## config.mk

```make
export PLATFORM = sky130hd
export DESIGN_NAME = gpio_pinmux_regs
export DESIGN_NICKNAME = d
export VERILOG_FILES = /design/src/rtl/gpio_pinmux_pkg.sv /design/src/rtl/gpio_fsel_store.sv /design/src/rtl/gpio_out_latch.sv /design/src/rtl/gpio_in_sync.sv /design/src/rtl/gpio_pinmux_regs.sv
export SDC_FILE = /design/constraint.sdc
export NUM_CORES = 1
export LEC_CHECK = 0
export BUFFER_PORTS_ARGS = -buffer_cell sky130_fd_sc_hd__buf_2
export CORE_MARGIN = 2
export CORE_UTILIZATION = 57
export DETAILED_ROUTE_END_ITERATION = 16
export MAX_ROUTING_LAYER = met4
export PLACE_DENSITY = 0.84
export SLEW_MARGIN = 20
export SYNTH_ARGS = -nofsm -noshare
export SYNTH_HDL_FRONTEND = slang
export SYNTH_HIERARCHICAL = 1
export SYNTH_SLANG_ARGS = --single-unit
```

## constraint.sdc

```tcl
create_clock -name clk -period 2 [get_ports clk]
set_input_delay 0.2 -clock clk [delete_from_list [all_inputs] [get_ports clk]]
set_output_delay 0.2 -clock clk [all_outputs]
set_load 0.02 [all_outputs]
```

## src/rtl/gpio_pinmux_pkg.sv

```systemverilog
package gpio_pinmux_pkg;

   // Function codes; the numbering is fixed by the pad mux, not ordinal.
   typedef enum logic [2:0] {
      FUNC_INPUT  = 3'd0,
      FUNC_OUTPUT = 3'd1,
      FUNC_ALT5   = 3'd2,
      FUNC_ALT4   = 3'd3,
      FUNC_ALT0   = 3'd4,
      FUNC_ALT1   = 3'd5,
      FUNC_ALT2   = 3'd6,
      FUNC_ALT3   = 3'd7
   } func_code_e;

   localparam int FUNC_CODE_BITS = $bits(func_code_e);

   function automatic int ceil_div(input int num, input int den);
      return (num + den - 1) / den;
   endfunction

endpackage

```

## src/rtl/gpio_fsel_store.sv

```systemverilog
module gpio_fsel_store #(
   parameter int NUM_PINS  = 54,
   parameter int CODE_W    = 3,
   parameter int PPW       = 10,
   parameter int DATA_W    = 32,
   parameter int NUM_WORDS = 6,
   parameter int IDX_W     = 3
) (
   input  logic                       clk,
   input  logic                       rst_n,
   input  logic                       wr_en,
   input  logic [IDX_W-1:0]           wr_idx,
   input  logic [DATA_W-1:0]          wr_data,
   input  logic [IDX_W-1:0]           rd_idx,
   output logic [DATA_W-1:0]          rd_word,
   output logic [NUM_PINS*CODE_W-1:0] code_flat
);

   localparam int USED_BITS = PPW * CODE_W;

   logic [CODE_W-1:0] code_q [NUM_PINS];
   logic [DATA_W-1:0] word_view [NUM_WORDS];

   // One field register per existing pin; slots past NUM_PINS get no storage.
   for (genvar p = 0; p < NUM_PINS; p++) begin : g_pin
      localparam int WORD  = p / PPW;
      localparam int SHIFT = (p % PPW) * CODE_W;
      always_ff @(posedge clk or negedge rst_n) begin
         if (!rst_n)
            code_q[p] <= '0;
         else if (wr_en && (wr_idx == IDX_W'(WORD)))
            code_q[p] <= wr_data[SHIFT +: CODE_W];
      end
   end

   if (USED_BITS < DATA_W) begin : g_pad_bits
      logic unused_wdata_hi;
      assign unused_wdata_hi = ^wr_data[DATA_W-1:USED_BITS];
   end

   always_comb begin
      for (int w = 0; w < NUM_WORDS; w++) word_view[w] = '0;
      for (int p = 0; p < NUM_PINS; p++) begin
         word_view[p / PPW][(p % PPW) * CODE_W +: CODE_W] = code_q[p];
         code_flat[p * CODE_W +: CODE_W] = code_q[p];
      end
   end

   always_comb begin
      rd_word = '0;
      for (int w = 0; w < NUM_WORDS; w++)
         if (rd_idx == IDX_W'(w)) rd_word = word_view[w];
   end

   // fields only move on a select write
   p_fields_hold_r2: assert property (@(posedge clk) disable iff (!rst_n)
      !wr_en |=> $stable(code_flat));

endmodule

```

## src/rtl/gpio_out_latch.sv

```systemverilog
module gpio_out_latch #(
   parameter int NUM_PINS  = 54,
   parameter int DATA_W    = 32,
   parameter int NUM_BANKS = 2,
   parameter int BANK_W    = 1
) (
   input  logic                clk,
   input  logic                rst_n,
   input  logic                set_we,
   input  logic                clr_we,
   input  logic [BANK_W-1:0]   bank_idx,
   input  logic [DATA_W-1:0]   wr_data,
   output logic [NUM_PINS-1:0] latch_q
);

   logic [NUM_PINS-1:0] set_mask;
   logic [NUM_PINS-1:0] clr_mask;
   logic [NUM_BANKS-1:0] bank_hit;

   for (genvar b = 0; b < NUM_BANKS; b++) begin : g_bank
      assign bank_hit[b] = (bank_idx == BANK_W'(b));
   end

   always_comb begin
      for (int p = 0; p < NUM_PINS; p++) begin
         set_mask[p] = set_we & bank_hit[p / DATA_W] & wr_data[p % DATA_W];
         clr_mask[p] = clr_we & bank_hit[p / DATA_W] & wr_data[p % DATA_W];
      end
   end

   // Clear has priority over set for the same pin.
   always_ff @(posedge clk or negedge rst_n) begin
      if (!rst_n) latch_q <= '0;
      else        latch_q <= (latch_q | set_mask) & ~clr_mask;
   end

   p_set_lands_r4: assert property (@(posedge clk) disable iff (!rst_n)
      (set_we && !clr_we) |=> ((latch_q & $past(set_mask)) == $past(set_mask)));

   p_clear_lands_r5: assert property (@(posedge clk) disable iff (!rst_n)
      clr_we |=> ((latch_q & $past(clr_mask)) == '0));

   p_latch_hold_r6: assert property (@(posedge clk) disable iff (!rst_n)
      (!set_we && !clr_we) |=> $stable(latch_q));

endmodule

```

## src/rtl/gpio_in_sync.sv

```systemverilog
module gpio_in_sync #(
   parameter int W      = 54,
   parameter int STAGES = 2
) (
   input  logic         clk,
   input  logic         rst_n,
   input  logic [W-1:0] din,
   output logic [W-1:0] level
);

   if (STAGES < 2) begin : g_bad_stages
      $error("gpio_in_sync needs at least two stages");
   end

   logic [W-1:0] stage_q [STAGES];

   always_ff @(posedge clk or negedge rst_n) begin
      if (!rst_n) begin
         for (int s = 0; s < STAGES; s++) stage_q[s] <= '0;
      end else begin
         stage_q[0] <= din;
         for (int s = 1; s < STAGES; s++) stage_q[s] <= stage_q[s-1];
      end
   end

   assign level = stage_q[STAGES-1];

   if (STAGES == 2) begin : g_chk
      logic [1:0] warm_q;
      always_ff @(posedge clk or negedge rst_n) begin
         if (!rst_n)              warm_q <= '0;
         else if (warm_q != 2'd3) warm_q <= warm_q + 2'd1;
      end
      // level trails the pad by exactly two edges
      p_sync_two_edges_r9: assert property (@(posedge clk) disable iff (!rst_n)
         (warm_q >= 2'd2) |-> (level == $past(din, 2)));
   end

endmodule

```

## src/rtl/gpio_pinmux_regs.sv

```systemverilog
module gpio_pinmux_regs
   import gpio_pinmux_pkg::*;
#(
   parameter int NUM_PINS      = 54,
   parameter int DATA_W        = 32,
   parameter int CODE_W        = 3,
   parameter int PINS_PER_WORD = 10,
   parameter int ADDR_W        = 8,
   parameter int SYNC_STAGES   = 2,
   parameter int SET_BASE      = 'h1C,
   parameter int CLR_BASE      = 'h28,
   parameter int LEV_BASE      = 'h34
) (
   input  logic                       clk,
   input  logic                       rst_n,
   input  logic                       bus_wr_en,
   input  logic                       bus_rd_en,
   input  logic [ADDR_W-1:0]          bus_addr,
   input  logic [DATA_W-1:0]          bus_wdata,
   output logic [DATA_W-1:0]          bus_rdata,
   input  logic [NUM_PINS-1:0]        pad_in,
   output logic [NUM_PINS-1:0]        pad_out,
   output logic [NUM_PINS-1:0]        pad_oe,
   output logic [NUM_PINS*CODE_W-1:0] pin_func
);

   localparam int NUM_BANKS = ceil_div(NUM_PINS, DATA_W);
   localparam int NUM_SEL   = ceil_div(NUM_PINS, PINS_PER_WORD);
   localparam int WA_W      = ADDR_W - 2;
   localparam int BANK_W    = (NUM_BANKS > 1) ? $clog2(NUM_BANKS) : 1;
   localparam int SEL_W     = (NUM_SEL > 1) ? $clog2(NUM_SEL) : 1;
   localparam int SET_WORD  = SET_BASE / 4;
   localparam int CLR_WORD  = CLR_BASE / 4;
   localparam int LEV_WORD  = LEV_BASE / 4;

   // Elaboration-time checks on the parameter set
   if (CODE_W != FUNC_CODE_BITS) begin : g_bad_code
      $error("CODE_W must match the function code width");
   end
   if (PINS_PER_WORD * CODE_W > DATA_W) begin : g_bad_pack
      $error("select fields overflow a word");
   end
   if ((SET_BASE % 4) != 0 || (CLR_BASE % 4) != 0 || (LEV_BASE % 4) != 0) begin : g_bad_align
      $error("register bases must be word aligned");
   end
   if (NUM_SEL * 4 > SET_BASE || SET_BASE + NUM_BANKS * 4 > CLR_BASE ||
       CLR_BASE + NUM_BANKS * 4 > LEV_BASE) begin : g_bad_overlap
      $error("register windows overlap");
   end
   if (LEV_BASE + NUM_BANKS * 4 > (1 << ADDR_W)) begin : g_bad_span
      $error("address width too small");
   end

   // ---------------- decode ----------------
   logic [WA_W-1:0] wa;
   logic [WA_W-1:0] set_rel, clr_rel, lev_rel;
   logic            sel_hit, set_hit, clr_hit, lev_hit, any_hit;
   logic [BANK_W-1:0] wr_bank, lev_bank;
   logic [SEL_W-1:0]  sel_idx;

   assign wa      = bus_addr[ADDR_W-1:2];
   assign set_rel = wa - WA_W'(SET_WORD);
   assign clr_rel = wa - WA_W'(CLR_WORD);
   assign lev_rel = wa - WA_W'(LEV_WORD);

   assign sel_hit = (int'(wa) < NUM_SEL);
   assign set_hit = (int'(wa) >= SET_WORD) && (int'(wa) < SET_WORD + NUM_BANKS);
   assign clr_hit = (int'(wa) >= CLR_WORD) && (int'(wa) < CLR_WORD + NUM_BANKS);
   assign lev_hit = (int'(wa) >= LEV_WORD) && (int'(wa) < LEV_WORD + NUM_BANKS);
   assign any_hit = sel_hit | set_hit | clr_hit | lev_hit;

   assign wr_bank  = set_hit ? set_rel[BANK_W-1:0] : clr_rel[BANK_W-1:0];
   assign lev_bank = lev_rel[BANK_W-1:0];
   assign sel_idx  = wa[SEL_W-1:0];

   logic unused_addr;
   assign unused_addr = ^{bus_addr[1:0], set_rel, clr_rel, lev_rel, wa};

   // ---------------- storage ----------------
   logic [DATA_W-1:0]          sel_word;
   logic [NUM_PINS*CODE_W-1:0] code_flat;
   logic [NUM_PINS-1:0]        level;

   gpio_fsel_store #(
      .NUM_PINS (NUM_PINS), .CODE_W (CODE_W), .PPW (PINS_PER_WORD),
      .DATA_W (DATA_W), .NUM_WORDS (NUM_SEL), .IDX_W (SEL_W)
   ) u_fsel (
      .clk (clk), .rst_n (rst_n),
      .wr_en (bus_wr_en && sel_hit), .wr_idx (sel_idx), .wr_data (bus_wdata),
      .rd_idx (sel_idx), .rd_word (sel_word), .code_flat (code_flat)
   );

   gpio_out_latch #(
      .NUM_PINS (NUM_PINS), .DATA_W (DATA_W), .NUM_BANKS (NUM_BANKS), .BANK_W (BANK_W)
   ) u_latch (
      .clk (clk), .rst_n (rst_n),
      .set_we (bus_wr_en && set_hit), .clr_we (bus_wr_en && clr_hit),
      .bank_idx (wr_bank), .wr_data (bus_wdata), .latch_q (pad_out)
   );

   gpio_in_sync #(.W (NUM_PINS), .STAGES (SYNC_STAGES)) u_sync (
      .clk (clk), .rst_n (rst_n), .din (pad_in), .level (level)
   );

   // ---------------- pad controls ----------------
   for (genvar p = 0; p < NUM_PINS; p++) begin : g_oe
      assign pad_oe[p] = (func_code_e'(code_flat[p*CODE_W +: CODE_W]) == FUNC_OUTPUT);
   end
   assign pin_func = code_flat;

   // ---------------- read path ----------------
   logic [DATA_W-1:0] lev_words [NUM_BANKS];
   logic [DATA_W-1:0] rd_mux;

   always_comb begin
      for (int b = 0; b < NUM_BANKS; b++) lev_words[b] = '0;
      for (int p = 0; p < NUM_PINS; p++) lev_words[p / DATA_W][p % DATA_W] = level[p];
   end

   always_comb begin
      rd_mux = '0;
      if (sel_hit) rd_mux = sel_word;
      else if (lev_hit) begin
         for (int b = 0; b < NUM_BANKS; b++)
            if (lev_bank == BANK_W'(b)) rd_mux = lev_words[b];
      end
   end

   always_ff @(posedge clk or negedge rst_n) begin
      if (!rst_n)         bus_rdata <= '0;
      else if (bus_rd_en) bus_rdata <= rd_mux;
   end

   // ---------------- assertions ----------------
   p_oe_needs_write_r3: assert property (@(posedge clk) disable iff (!rst_n)
      !bus_wr_en |=> $stable(pad_oe));

   p_setclr_read_zero_r7: assert property (@(posedge clk) disable iff (!rst_n)
      (bus_rd_en && (set_hit || clr_hit)) |=> (bus_rdata == '0));

   p_sel_pad_bits_zero_r8: assert property (@(posedge clk) disable iff (!rst_n)
      (bus_rd_en && sel_hit) |=> (bus_rdata[DATA_W-1:PINS_PER_WORD*CODE_W] == '0));

   p_unmapped_read_zero_r11: assert property (@(posedge clk) disable iff (!rst_n)
      (bus_rd_en && !any_hit) |=> (bus_rdata == '0));

endmodule

```

==> flow_metrics.py <==
metrics = {
    "route": {
        "vias": 11600,
        "drtIter0Drc": 1012,
        "met2_wirelength_um": 21800,
        "wl_met1_um": 18400,
        "wl_um": 45300,
        "avgViaCountPerCell": 6.09,
        "route.met3.wl_um": 3790,
        "dr.pass1.iters": 8,
        "highest_layer": "met4",
        "drc": 0,
        "wl_per_cell_um": 23.7,
        "drtAntennaViolNets": 0,
    },
    "floorplanning": {
        "die_w_um": 168,
        "die_h_um": 168,
        "initial_core_util_pct": 57.4,
        "rows": 60,
        "core_area_um2": 26700,
        "dieArea_um2": 28300,
        "ioPinCount": 400,
    },
    "placed_design": {
        "port_buffers": 397,
        "gp_congestion": 0.947,
        "dp_worst_setup_slack_ns": -0.0931,
        "hpwl_um": 30700,
    },
    "clock_network": {
        "cts_buffers": 36,
        "root_buffer": "clkbuf_16",
        "cts_resized": 0,
        "cts.sinks": 356,
        "cts.reportedPaths.clkPinSlew_ns": 0.06,
        "cts.htree.levels": 2,
        "clockBufferDepth": 3,
        "clk_latency_ns": 0.51,
        "cts_tree": "done",
    },
    "worst_setup_path": {
        "cp.arrival_ns": 1.60,
        "critPathSlowestCell": "dfrtp_1",
        "cp_slowest_stage_delay_ns": 0.46,
        "critical_path.startpoint_type": "flop",
        "worst_r2r_path_depth": 4,
        "r2r_end": "bus_rdata[16]",
        "crit_chain": "nor3b_1, buf_2",
        "crit-reg2reg-launch": "u_fsel/code_flat[76]",
        "rrSetupSlack_ns": 0.42,
        "crit_type": "flop to output port",
        "path_buf_inv": 1,
        "worstPathRequired_ns": 1.80,
        "path_delay_family": "flip-flops",
        "crit_path_end_kind": "output port",
        "cp_max_fo": 4,
    },
    "min_path": {
        "worstHoldPathCells": 2,
        "hold_class": "primary input to flop",
        "min_from": "bus_wdata[15]",
        "holdPathEnd": "u_latch/latch_q[15]",
    },
    "power_and_ir_drop": {
        "power_density_nw_per_um2": 967,
        "power.total_mw": 18.7,
        "p_leak_nw": 9.81,
        "max-vdd-ir-drop_mv": 0.801,
    },
    "sta": {
        "finalSetupTns_ns": 0,
        "clock.fmax_mhz": 555,
        "min_period_ns": 1.80,
        "tightestPinTransition_ns": 1.04,
        "rsz0062_at_grt": "false",
        "slew_violations": 0,
        "timing.final.ws_setup_ns": 0.197,
        "finalClockSkew_ns": 0.00855,
        "finalHoldViolCount": 0,
        "setup_violations": 0,
        "slew_headroom_pct": 30.5,
        "fin_crit_sh_pct": 90.1,
    },
    "global_routing": {
        "grt_pass1_vias": 11500,
        "track_usage_pct": 32.5,
        "antenna_found_initial": 1,
        "overflow": 0,
        "grt_max_degree": 68,
        "grt_pass1_wl_um": 68400,
    },
    "layout": {
        "postLayoutCoreUtil_pct": 72.4,
        "syn2layout_area_growth_pct": 26.1,
        "drive_gt1_share_pct": 45.1,
        "nets": 1639,
        "fill_cells": 1737,
    },
    "run": {
        "drv_cap": 0,
    },
    "logic_synthesis": {
        "syn_inst": 1124,
        "synth-async-reset-ratio_pct": 100,
        "synth_seq_cells": 356,
        "avgSynthCellArea_um2": 13.7,
        "synth_top_cell_by_area": "dfrtp_1",
        "synth_ff_type": "dfrtp_1",
        "synth_top_area_share_pct": 58.0,
        "synth_edf_count": 0,
        "yosysSeqAreaShare_pct": 58.0,
        "netlist_area_um2": 15400,
        "synth_area_leaders": "dfrtp_1 (58%), mux2_2 (12%), buf_4 (3.2%)",
        "synth_cell_types": 48,
        "yosys_warnings": 6,
    },
    "status": {
        "outcome": "completed",
    },
}
## state kept, by name (all words and copies together) (netlist names)
register / flops
bus_rdata: 32
u_fsel/code_flat: 162
u_latch/latch_q: 54
u_sync/level: 54
u_sync/stage_q: 54
## metal layers
layer | vias to the layer above | GRT usage (%)
met1 | 5875 | 42.8
met5 | - | -
li1 | 5012 | -
met3 | 98 | 6.79
met2 | 618 | 51.3
met4 | 0 | 10.6
## logic make-up after synthesis
group	after synthesis	share of synthesized area [%]
other cells	1	0.0244
compound gates	236	11.9
buf+inv	162	6.67
mux	214	15.9
flops	356	58.0
xor+xnor	1	0.0571
simple gates	154	7.46
## cells in the final DEF, fill, tap and decap left out, drive strengths merged, types with 27 or more instances in the layout
cell type | Yosys | layout
a21oi | 45 | 45
a22oi | 29 | 29
a2bb2oi | 29 | 29
buf | 115 | 445
clkbuf | 23 | 48
dfrtp | 356 | 356
dlygate4sd3 | 0 | 71
inv | 24 | 27
mux2 | 195 | 195
nor3b | 55 | 55
## Yosys cell counts, types with 2 or more instances
library cell and n:
o22ai_1 23, nand3b_1 10, dfrtp_1 356, a2bb2oi_2 5
clkbuf_1 23, buf_8 4, a32oi_1 20, a22oi_1 29
buf_6 11, and4bb_1 2, o221ai_1 19, buf_2 32
buf_4 66, nand2_1 11, nand2b_1 2, a31oi_1 22
o311a_1 12, a21oi_1 45, and2_4 2, a221o_1 22
buf_1 2, nand4b_1 3, a2bb2oi_1 24, mux2_2 169
a211oi_1 12, inv_1 23, nor2_1 12, mux2_1 11
and3b_1 23, nor2b_1 4, and4_1 22, nor3b_1 55
mux2_4 15, mux2i_1 19
## layout make-up
class | instances | area [µm²] | area share (%)
antenna | 1 | 2.50 | 0.0129
multi-input combinational | 607 | 5470 | 28.3
inverter | 24 | 90.1 | 0.465
sequential | 356 | 8910 | 46.0
clock buffer | 48 | 1030 | 5.31
tap | 341 | 427 | 2.20
clock inverter | 13 | 159 | 0.821
timing repair buffer | 516 | 3270 | 16.9
## stage by stage
stage	hold WS, ns	instance area (µm²)	instances
after global routing	0.0140	19400	1906
after detailed placement	0.188	17500	1773
after floorplan	-0.0956	15400	1125
after global placement	0.180	17500	1773
after CTS	0.00277	19300	1905
final	0.0280	19400	1906
## where the power goes
part | internal (mW) | total, mW | switching [mW]
Sequential | 7.87 | 8.54 | 0.679
Combinational | 1.37 | 3.41 | 2.04
Clock | 4.01 | 6.75 | 2.75
## timing repair
item	in CTS	in global routing
hold buffers	71	0
hold endpoints to repair	125	0
setup buffers	0	0
setup endpoints to repair	0	0
## how the worst max path moves through the flow
stage	startpoint	endpoint	cells after the start	slack [ns]
finish	u_fsel/code_flat[132]	pad_oe[44]	2	0.20
global route	u_fsel/code_flat[132]	pad_oe[44]	2	0.17
CTS	u_fsel/code_flat[132]	pad_oe[44]	2	0.16
detailed placement	bus_addr[3]	u_fsel/code_flat[17]	6	-0.09
global placement	bus_addr[3]	u_fsel/code_flat[10]	6	-0.06
floorplan	bus_addr[3]	u_fsel/code_flat[0]	7	-0.005
No activity file was read; power rests on OpenSTA's default activity.
